`src/rtl/dbag_pkg.sv`:
```
package dbag_pkg;

  localparam int unsigned PWR_W   = 4;
  localparam int unsigned MAX_PWR = 10;

  // burst length in beats for a length code; unsupported codes give 1
  function automatic int unsigned burst_len(input logic [PWR_W-1:0] pwr);
    if (int'(pwr) > int'(MAX_PWR)) return 1;
    return 32'd1 << pwr;
  endfunction

  // address step in units for a 2-bit step code
  function automatic int unsigned inc_step(input logic [1:0] code);
    unique case (code)
      2'd0:    return 0;
      2'd1:    return 1;
      2'd2:    return 2;
      default: return 4;
    endcase
  endfunction

  // invalid when code is out of range, count is 0 or too big, or not a multiple
  function automatic logic cfg_bad(input logic [PWR_W-1:0] pwr,
                                   input int unsigned      count,
                                   input int unsigned      max_count);
    int unsigned len;
    len = burst_len(pwr);
    if (int'(pwr) > int'(MAX_PWR)) return 1'b1;
    if (count == 0 || count > max_count) return 1'b1;
    return (count & (len - 1)) != 0;
  endfunction

endpackage

```
`src/rtl/dbag_cfg_check.sv`:
```
module dbag_cfg_check
  import dbag_pkg::*;
#(
  parameter int unsigned CNT_W   = 11,
  parameter int unsigned MAX_CNT = 1024
) (
  input  logic [PWR_W-1:0] pwr_i,
  input  logic [CNT_W-1:0] count_i,
  output logic             err_o,
  output logic [CNT_W-1:0] len_o
);
  always_comb begin
    err_o = cfg_bad(pwr_i, int'(count_i), MAX_CNT);
    len_o = CNT_W'(burst_len(pwr_i));
  end
endmodule

```
`src/rtl/dbag_beat_ctr.sv`:
```
module dbag_beat_ctr #(
  parameter int unsigned CNT_W = 11
) (
  input  logic             clk,
  input  logic             rst_n,
  input  logic             load_i,
  input  logic             ok_i,
  input  logic [CNT_W-1:0] count_i,
  input  logic [CNT_W-1:0] len_i,
  input  logic             adv_i,
  output logic             active_o,
  output logic             beat_evt_o,
  output logic             burst_end_o,
  output logic             burst_done_o,
  output logic             xfer_done_o
);
  logic [CNT_W-1:0] beat_idx, remain, len_q;
  logic             last_beat;

  assign beat_evt_o  = adv_i && active_o && !load_i;
  assign burst_end_o = beat_evt_o && (beat_idx == len_q - 1'b1);
  assign last_beat   = beat_evt_o && (remain == CNT_W'(1));

  always_ff @(posedge clk or negedge rst_n) begin
    if (!rst_n) begin
      beat_idx     <= '0;
      remain       <= '0;
      len_q        <= CNT_W'(1);
      active_o     <= 1'b0;
      burst_done_o <= 1'b0;
      xfer_done_o  <= 1'b0;
    end else if (load_i) begin
      beat_idx     <= '0;
      remain       <= count_i;
      len_q        <= len_i;
      active_o     <= ok_i;
      burst_done_o <= 1'b0;
      xfer_done_o  <= 1'b0;
    end else begin
      burst_done_o <= burst_end_o;
      if (beat_evt_o) begin
        beat_idx <= burst_end_o ? '0 : beat_idx + 1'b1;
        remain   <= remain - 1'b1;
        if (last_beat) begin
          active_o    <= 1'b0;
          xfer_done_o <= 1'b1;
        end
      end
    end
  end

  AST_IDX_IN_BURST: assert property (@(posedge clk) disable iff (!rst_n)
    active_o |-> (beat_idx < len_q));
  AST_DONE_STICKY: assert property (@(posedge clk) disable iff (!rst_n)
    (xfer_done_o && !load_i) |=> xfer_done_o);
  AST_FINAL_ENDS_BURST: assert property (@(posedge clk) disable iff (!rst_n)
    $rose(xfer_done_o) |-> burst_done_o);
  AST_DONE_IDLE: assert property (@(posedge clk) disable iff (!rst_n)
    xfer_done_o |-> !active_o);
endmodule

```
`src/rtl/dbag_addr_side.sv`:
```
module dbag_addr_side
  import dbag_pkg::*;
#(
  parameter int unsigned ADDR_W = 32
) (
  input  logic              clk,
  input  logic              rst_n,
  input  logic              load_i,
  input  logic [ADDR_W-1:0] base_i,
  input  logic [1:0]        inc_code_i,
  input  logic              wrap_i,
  input  logic              beat_i,
  input  logic              burst_end_i,
  output logic [ADDR_W-1:0] addr_o
);
  logic [ADDR_W-1:0] base_q, step_q;
  logic              wrap_q;

  always_ff @(posedge clk or negedge rst_n) begin
    if (!rst_n) begin
      addr_o <= '0;
      base_q <= '0;
      step_q <= '0;
      wrap_q <= 1'b0;
    end else if (load_i) begin
      addr_o <= base_i;
      base_q <= base_i;
      step_q <= ADDR_W'(inc_step(inc_code_i));
      wrap_q <= wrap_i;
    end else if (beat_i) begin
      addr_o <= (wrap_q && burst_end_i) ? base_q : addr_o + step_q;
    end
  end

  AST_WRAP_RESTART: assert property (@(posedge clk) disable iff (!rst_n)
    (beat_i && burst_end_i && wrap_q && !load_i) |=> (addr_o == base_q));
  AST_ADDR_HOLD: assert property (@(posedge clk) disable iff (!rst_n)
    (!beat_i && !load_i) |=> $stable(addr_o));
endmodule

```
`src/rtl/dma_burst_addr_gen.sv`:
```
module dma_burst_addr_gen
  import dbag_pkg::*;
#(
  parameter int unsigned ADDR_W  = 32,
  parameter int unsigned MAX_CNT = 1024,
  parameter int unsigned CNT_W   = $clog2(MAX_CNT) + 1
) (
  input  logic              clk,
  input  logic              rst_n,
  input  logic              start_i,
  input  logic              adv_i,
  input  logic [ADDR_W-1:0] src_base_i,
  input  logic [ADDR_W-1:0] dst_base_i,
  input  logic [1:0]        src_inc_i,
  input  logic [1:0]        dst_inc_i,
  input  logic [CNT_W-1:0]  xfer_cnt_i,
  input  logic [3:0]        burst_pwr_i,
  input  logic              src_wrap_i,
  input  logic              dst_wrap_i,
  output logic [ADDR_W-1:0] src_addr_o,
  output logic [ADDR_W-1:0] dst_addr_o,
  output logic              burst_done_o,
  output logic              xfer_done_o,
  output logic              cfg_err_o
);
  localparam int unsigned SIDES = 2;

  logic             cfg_bad_w;
  logic [CNT_W-1:0] len_w;
  logic             active_w, beat_evt_w, burst_end_w;

  logic [SIDES-1:0][ADDR_W-1:0] base_a, addr_a;
  logic [SIDES-1:0][1:0]        inc_a;
  logic [SIDES-1:0]             wrap_a;

  assign base_a = {dst_base_i, src_base_i};
  assign inc_a  = {dst_inc_i, src_inc_i};
  assign wrap_a = {dst_wrap_i, src_wrap_i};

  dbag_cfg_check #(.CNT_W(CNT_W), .MAX_CNT(MAX_CNT)) u_chk (
    .pwr_i   (burst_pwr_i),
    .count_i (xfer_cnt_i),
    .err_o   (cfg_bad_w),
    .len_o   (len_w)
  );

  always_ff @(posedge clk or negedge rst_n) begin
    if (!rst_n)       cfg_err_o <= 1'b0;
    else if (start_i) cfg_err_o <= cfg_bad_w;
  end

  dbag_beat_ctr #(.CNT_W(CNT_W)) u_ctr (
    .clk          (clk),
    .rst_n        (rst_n),
    .load_i       (start_i),
    .ok_i         (!cfg_bad_w),
    .count_i      (xfer_cnt_i),
    .len_i        (len_w),
    .adv_i        (adv_i),
    .active_o     (active_w),
    .beat_evt_o   (beat_evt_w),
    .burst_end_o  (burst_end_w),
    .burst_done_o (burst_done_o),
    .xfer_done_o  (xfer_done_o)
  );

  for (genvar s = 0; s < SIDES; s++) begin : g_side
    dbag_addr_side #(.ADDR_W(ADDR_W)) u_side (
      .clk         (clk),
      .rst_n       (rst_n),
      .load_i      (start_i),
      .base_i      (base_a[s]),
      .inc_code_i  (inc_a[s]),
      .wrap_i      (wrap_a[s]),
      .beat_i      (beat_evt_w),
      .burst_end_i (burst_end_w),
      .addr_o      (addr_a[s])
    );
  end

  assign src_addr_o = addr_a[0];
  assign dst_addr_o = addr_a[1];

  AST_ERR_NO_RUN: assert property (@(posedge clk) disable iff (!rst_n)
    cfg_err_o |-> !active_w);
  AST_START_WINS: assert property (@(posedge clk) disable iff (!rst_n)
    start_i |=> (src_addr_o == $past(src_base_i) && !burst_done_o));
  AST_ERR_NO_DONE: assert property (@(posedge clk) disable iff (!rst_n)
    cfg_err_o |-> !burst_done_o);
endmodule

```
`config.mk`:
```
export PLATFORM = sky130hd
export DESIGN_NAME = dma_burst_addr_gen
export DESIGN_NICKNAME = d
export VERILOG_FILES = /design/src/rtl/dbag_pkg.sv /design/src/rtl/dbag_cfg_check.sv /design/src/rtl/dbag_beat_ctr.sv /design/src/rtl/dbag_addr_side.sv /design/src/rtl/dma_burst_addr_gen.sv
export SDC_FILE = /design/constraint.sdc
export NUM_CORES = 1
export LEC_CHECK = 0
export ABC_AREA = 1
export BUFFER_PORTS_ARGS = -buffer_cell sky130_fd_sc_hd__buf_2
export CORE_UTILIZATION = 40
export DETAILED_ROUTE_END_ITERATION = 10
export MAX_ROUTING_LAYER = met4
export PLACE_DENSITY_LB_ADDON = 0.1
export SYNTH_ARGS = -nofsm -noshare
export SYNTH_HDL_FRONTEND = slang
export SYNTH_SLANG_ARGS = --single-unit
export TNS_END_PERCENT = 1
```
`constraint.sdc`:
```
create_clock -name clk -period 7.3 [get_ports clk]
set_clock_uncertainty 0.05 [all_clocks]
set_input_delay 0.73 -clock clk [delete_from_list [all_inputs] [get_ports clk]]
set_output_delay 0.73 -clock clk [all_outputs]
set_load 0.05 [all_outputs]
```
==> results.yml, run 1 <==
cells_and_area:
  num_antenna_cells: 0
  fin_util_pct: 47.3
  final_nets: 1674
  fin_area_um2: 12000
  drive_gt1_share_pct: 18.4
  finalNonFillerCells: 1914
  syn2layout_area_growth_pct: 15.0
pwr:
  power_frac_seq_pct: 41.5
  ir_drop_uv: 108
  power_density_nw_per_um2: 235
  internal_power_uw: 1780
  switchingPower_uw: 1030
  combPwrFrac_pct: 26.4
  p_leak_uw: 0.00601
  switching_share_pct: 36.7
  pwr-share-clk_pct: 32.1
place:
  dp_cells: 1883
  dpl-instance-area_um2: 11500
  dp_slack_ps: 3900
  port-buffer-count: 155
  dp_hpwl_um: 20200
  finalWeightedCongestion: 0.877
synthesis:
  synth_cells: 1441
  synthTopCellsByCount: "nand2_1, nor2_1, dfrtp_1"
  syn_nets: 1543
  ys_ff_latch: 173
  async_reset_ff_share_pct: 100
  synth.most_common_cell: "nand2_1"
  ys_seq_area_share_pct: 41.4
  synth_top_area_cell: "dfrtp_1"
  synthTopCellsByArea: "dfrtp_1, nand2_1, nor2_1, xor2_1, inv_1"
  synth-edff-count: 0
  avgSynthCellArea_um2: 7.25
  synth_warnings: 0
  yosysTopAreaCellShare_pct: 41.2
  synth_cell_types: 45
  syn_area_um2: 10400
  synth-main-ff-cell: "dfrtp_1"
timing:
  rsz0062_at_grt: "no"
  period_share_pct: 42.7
  maxSlewViolCount: 0
  relSlewSlack_pct: 31.1
  fin_crit_ps: 3110
  finalHoldViolCount: 0
  setup_tns_ps: 0
  worstMarginPinSlew_ps: 1030
  fin_ws_ps: 4190
  max_freq_mhz: 321
  finalSetupViolCount: 0
drt:
  ant_nets: 0
  dr.pass1.iters: 5
  via_per_inst: 4.98
  drt_iter0_drc: 709
  vias: 9536
  totalWireLength_um: 28500
  drc_errors: 0
  wire_per_inst_um: 14.9
critical_path:
  cp-start-kind: "register"
  crit_path_max_fanout: 34
  rr_startpoint: "u_ctr.len_q[0]$_DFFE_PN1P_"
  endpoint_kind: "register"
  r2r-end: "g_side[1].u_side.addr_o[8]$_DFFE_PN0P_"
  r2r_slack_ps: 4190
  crit_required_ps: 7560
  rr_worst_depth: 14
  crit_type: "register to register"
  arrival_ps: 3380
clock_network:
  cts_sinks: 173
  postCtsSetupBuffers: 0
  cts.path.max_buffers: 2
  cts_tree: "yes"
  h-tree-depth: 4
  clkLatencyLatePin_ps: 430
  cts_buffers: 17
  holdBufCountCts: 0
  cts.root.buffer_cell: "clkbuf_16"
  cts-resized-gates: 0
  clkTransAtPathRegs_ps: 70
min_path:
  min_path_type: "input port to async pin"
global_route:
  use_met2_pct: 36.0
  grt_pass1_vias: 9058
  grt_pass1_wl_um: 46800
  antenna_found_initial: 0
  grt_max_degree: 86
  gr-usage-met1_pct: 30.8
  grt_usage_pct: 22.7
  busiest_layer: "met2"
  grt.overflow.total: 0
  met3_usage_pct: 2.77
die:
  dieArea_um2: 26800
  die_w_um: 164
  fp.dieH_um: 164
  core-area_um2: 25400
  initial_utilization_pct: 41.1
  placementRows: 58
  ios: 156
flow_run:
  drv_cap: 0
outcome:
  status: "finished clean"
through the flow:
stage          power (uW)  hold slack [ps]
2_1_floorplan        1720              384
3_3_place_gp         1930              398
3_5_place_dp         1940              405
4_1_cts              2850              211
5_1_grt              2970              230
6_report             2820              202
per-layer routing:
layer  vias up  wire (um)
li1       4786          -
met1      4500      13600
met2       225      13200
met3        25       1300
met4         0        403
met5         -          0
layout by cell type (no fill, tap or decap), types with 3 or more instances in the layout:
master,count
o21ai_0,22
o31ai_1,3
o211ai_1,5
nor4_1,8
buf_4,6
nand4_1,19
clkbuf_16,17
nor2_2,30
xnor2_1,27
nand2_2,23
nand3_1,47
clkinv_2,5
buf_2,153
inv_2,6
xor2_1,53
o221ai_1,5
nor3_1,27
ha_1,11
nand2_1,485
clkinvlp_4,3
dfrtp_1,172
a21oi_2,26
inv_1,104
o22ai_1,13
nor2_4,4
nor2_1,230
a21oi_1,46
cells by family (layout without fill, tap and decap cells):
logic type | Yosys count | count (layout) | share of synthesized area (%)
XOR/XNOR | 80 | 80 | 6.71
adder cells (fa/ha/maj) | 13 | 13 | 1.70
AO/OA/AOI/OAI | 128 | 128 | 7.78
buffers and inverters | 160 | 303 | 6.33
AND/OR/NAND/NOR | 887 | 887 | 36.0
flip-flops | 173 | 173 | 41.4
power by group through the flow:
| stage | clock network (uW) | logic (uW) | registers, uW |
|---|---|---|---|
| floorplan | 0 | 374 | 1340 |
| global placement | 0 | 741 | 1190 |
| detailed placement | 0 | 750 | 1190 |
| CTS | 930 | 752 | 1170 |
| global route | 963 | 826 | 1190 |
| finish | 905 | 744 | 1170 |
worst max path at each step:
stage                                           startpoint                                      end  slack [ps]  depth (start not counted)
finish                          u_ctr.len_q[0]$_DFFE_PN1P_   g_side[1].u_side.addr_o[8]$_DFFE_PN0P_        4190                         14
global route                    u_ctr.len_q[0]$_DFFE_PN1P_   g_side[1].u_side.addr_o[8]$_DFFE_PN0P_        3870                         14
CTS                             u_ctr.len_q[0]$_DFFE_PN1P_   g_side[1].u_side.addr_o[8]$_DFFE_PN0P_        4150                         13
detailed placement                                   adv_i   g_side[1].u_side.addr_o[8]$_DFFE_PN0P_        3900                          8
global placement                                     adv_i   g_side[1].u_side.addr_o[7]$_DFFE_PN0P_        3930                          8
floorplan           g_side[1].u_side.addr_o[0]$_DFFE_PN0P_  g_side[1].u_side.addr_o[22]$_DFFE_PN0P_        4590                         13
flip-flops by register name, indices dropped and copies added, names as in the netlist:
name                  flops
u_ctr.burst_done_o        1
g_side.u_side.addr_o     64
u_ctr.xfer_done_o         1
u_ctr.beat_idx           11
g_side.u_side.step_q      6
u_ctr.len_q              11
u_ctr.active_o            1
g_side.u_side.base_q     64
g_side.u_side.wrap_q      2
u_ctr.remain             11
cfg_err_o                 1
cell type report:
cell class                      instances  area (um2)
Clock inverter                         11         120
Timing Repair Buffer                  160         822
Tap cell                              330         413
Clock buffer                           20         447
Multi-Input combinational cell       1108        5460
Fill cell                            2641       13400
Inverter                              112         424
Sequential cell                       173        4330
worst max-delay path: stages, from the launching register on:
cell	delay (ps)
dfstp_2	530
inv_1	70
ha_1	300
inv_1	80
nand2_1	70
nand3_1	110
nand3_1	100
nor2_2	130
nand3_4	100
nor2_8	140
nand4_4	590
nand2_4	330
inv_4	190
nand2_1	140
a21oi_2	50
No activity file was read; power rests on OpenSTA's default activity.
==> run 2: changes to the inputs <==
==> constraint.sdc (replaced) <==
create_clock -name clk -period 3.06 [get_ports clk]
set_clock_uncertainty 0.05 [all_clocks]
set_input_delay 0.306 -clock clk [delete_from_list [all_inputs] [get_ports clk]]
set_output_delay 0.306 -clock clk [all_outputs]
set_load 0.05 [all_outputs]
==> run 2 against run 1 <==
Against the previous run: sequential share of layout area down 0.65 points; critical path depth increased by 1; critical endpoint is now g_side[0].u_side.addr_o[30]$_DFFE_PN0P_; core utilization grew 0.87 points; combinational power grew 140%; fmax grew 16%; cell count up 0.73%.
==> results.yml, run 2 (same netlist as run 1, synthesis figures left out) <==
drt:
  drc_errors: 0
  drt_iter0_drc: 528
  via_per_inst: 4.94
  totalWireLength_um: 28500
  dr.pass1.iters: 5
  wire_per_inst_um: 14.8
  ant_nets: 0
  vias: 9516
pwr:
  ir_drop_uv: 280
  p_leak_uw: 0.00612
  power_uw: 6950
  power_density_nw_per_um2: 568
place:
  finalWeightedCongestion: 0.929
  port-buffer-count: 155
  dp_cells: 1894
  dp_slack_ps: 393
  dp_hpwl_um: 20700
critical_path:
  cp-start-kind: "register"
  crit_type: "register to register"
  endpoint_kind: "register"
  crit_required_ps: 3370
  crit_path_max_fanout: 3
  arrival_ps: 3000
timing:
  finalHoldViolCount: 0
  maxSlewViolCount: 0
  relSlewSlack_pct: 60.5
  fin_ws_ps: 365
  finalSetupViolCount: 0
  setup_tns_ps: 0
  max_freq_mhz: 371
  worstMarginPinSlew_ps: 590
  period_share_pct: 88.1
  rsz0062_at_grt: "no"
  fin_crit_ps: 2700
cells_and_area:
  largestRegisters: "g_side.u_side.addr_o (64), g_side.u_side.base_q (64)"
  multi_input_comb_area_um2: 5460
  fin_util_pct: 48.2
  drive_gt1_share_pct: 19.1
  n_fill_cell: 2634
  final_common_cell: "nand2_1"
  final_nets: 1686
  mostFrequentLayoutCells: "nand2_1, nor2_1, dfrtp_1, buf_2, inv_1"
  seqCellArea_um2: 4330
  finalNonFillerCells: 1928
  syn2layout_area_growth_pct: 17.2
outcome:
  status: "finished clean"
die:
  core-area_um2: 25400
  dieArea_um2: 26800
  ios: 156
  fp.dieH_um: 164
  placementRows: 58
  initial_utilization_pct: 41.1
  die_w_um: 164
clock_network:
  clkLatencyLatePin_ps: 430
  clkTransAtPathRegs_ps: 80
  cts_sinks: 173
  cts_buffers: 17
  cts_tree: "yes"
  cts.path.max_buffers: 2
  h-tree-depth: 4
  postCtsSetupBuffers: 0
  cts.root.buffer_cell: "clkbuf_16"
  cts-resized-gates: 0
global_route:
  grt_usage_pct: 22.7
  grt.overflow.total: 0
  grt_max_degree: 93
  antenna_found_initial: 1
  grt_pass1_wl_um: 46500
  grt_pass1_vias: 9225
flow_run:
  drv_cap: 0
min_path:
  min_path_type: "input port to register"
## run 2: critical path: stages, from the launching register on
cell and delay (ps):
dfrtp_1 370, ha_1 190, inv_1 60, fa_1 360, inv_1 80, nand2_1 80
a21oi_2 190, nand2_1 130, nor2_1 180, nand2_1 150, nor2_2 190, nand2_1 110
nor2_1 130, xor2_1 150, nand2_1 70, a21oi_1 140
## run 2: power breakdown
part / leakage (uW) / internal (uW) / switching, uW / total [uW]
logic: 0.00373 / 534 / 1260 / 1800
registers: 0.00209 / 2520 / 263 / 2780
clock network: 0.000303 / 1350 / 1020 / 2370
total: 0.00612 / 4410 / 2540 / 6950
## run 2: final timing paths
path | start | end | slack (ps) | cells past startpoint
setup / recovery | g_side[0].u_side.addr_o[0]$_DFFE_PN0P_ | g_side[0].u_side.addr_o[30]$_DFFE_PN0P_ | 360 | 15
hold / removal | dst_inc_i[0] | g_side[1].u_side.step_q[1]$_DFFE_PN0P_ | 30 | 2
setup reg to reg | g_side[0].u_side.addr_o[0]$_DFFE_PN0P_ | g_side[0].u_side.addr_o[30]$_DFFE_PN0P_ | 360 | 15
hold reg to reg | g_side[0].u_side.base_q[9]$_DFFE_PN0P_ | g_side[0].u_side.base_q[9]$_DFFE_PN0P_ | 420 | 2
max in group asynchronous | rst_n | g_side[0].u_side.base_q[8]$_DFFE_PN0P_ | 1870 | 3
min in group asynchronous | rst_n | u_ctr.len_q[8]$_DFFE_PN0P_ | 310 | 2
## run 2: timing repair
| action | in CTS | in global routing |
|---|---|---|
| hold buffers | 1 | 0 |
| setup endpoints to repair | 0 | 0 |
| hold endpoints to repair | 36 | 0 |
## run 2: area by class of cell
type | instances | share of cell area, %
multi-input combinational | 1108 | 44.6
sequential | 173 | 35.4
timing repair buffer | 172 | 7.98
clock buffer | 19 | 3.70
inverter | 112 | 3.46
tap | 330 | 3.37
clock inverter | 13 | 1.45
antenna | 1 | 0.0204
## run 2: stage by stage
stage | hold slack [ps] | instance area [um2]
finish | 30.0 | 12200
global route | 22.8 | 12200
floorplan | -39.6 | 10400
CTS | 13.2 | 12200
detailed placement | 211 | 11600
global placement | 210 | 11600
## run 2: layer usage
metal / track usage (%) / part of all wire (%) / up-vias
li1: - / - / 4823
met1: 29.7 / 47 / 4485
met2: 36.7 / 48 / 182
met3: 3.17 / 3.7 / 26
met4: 6.02 / 1.5 / 0
met5: - / 0 / -
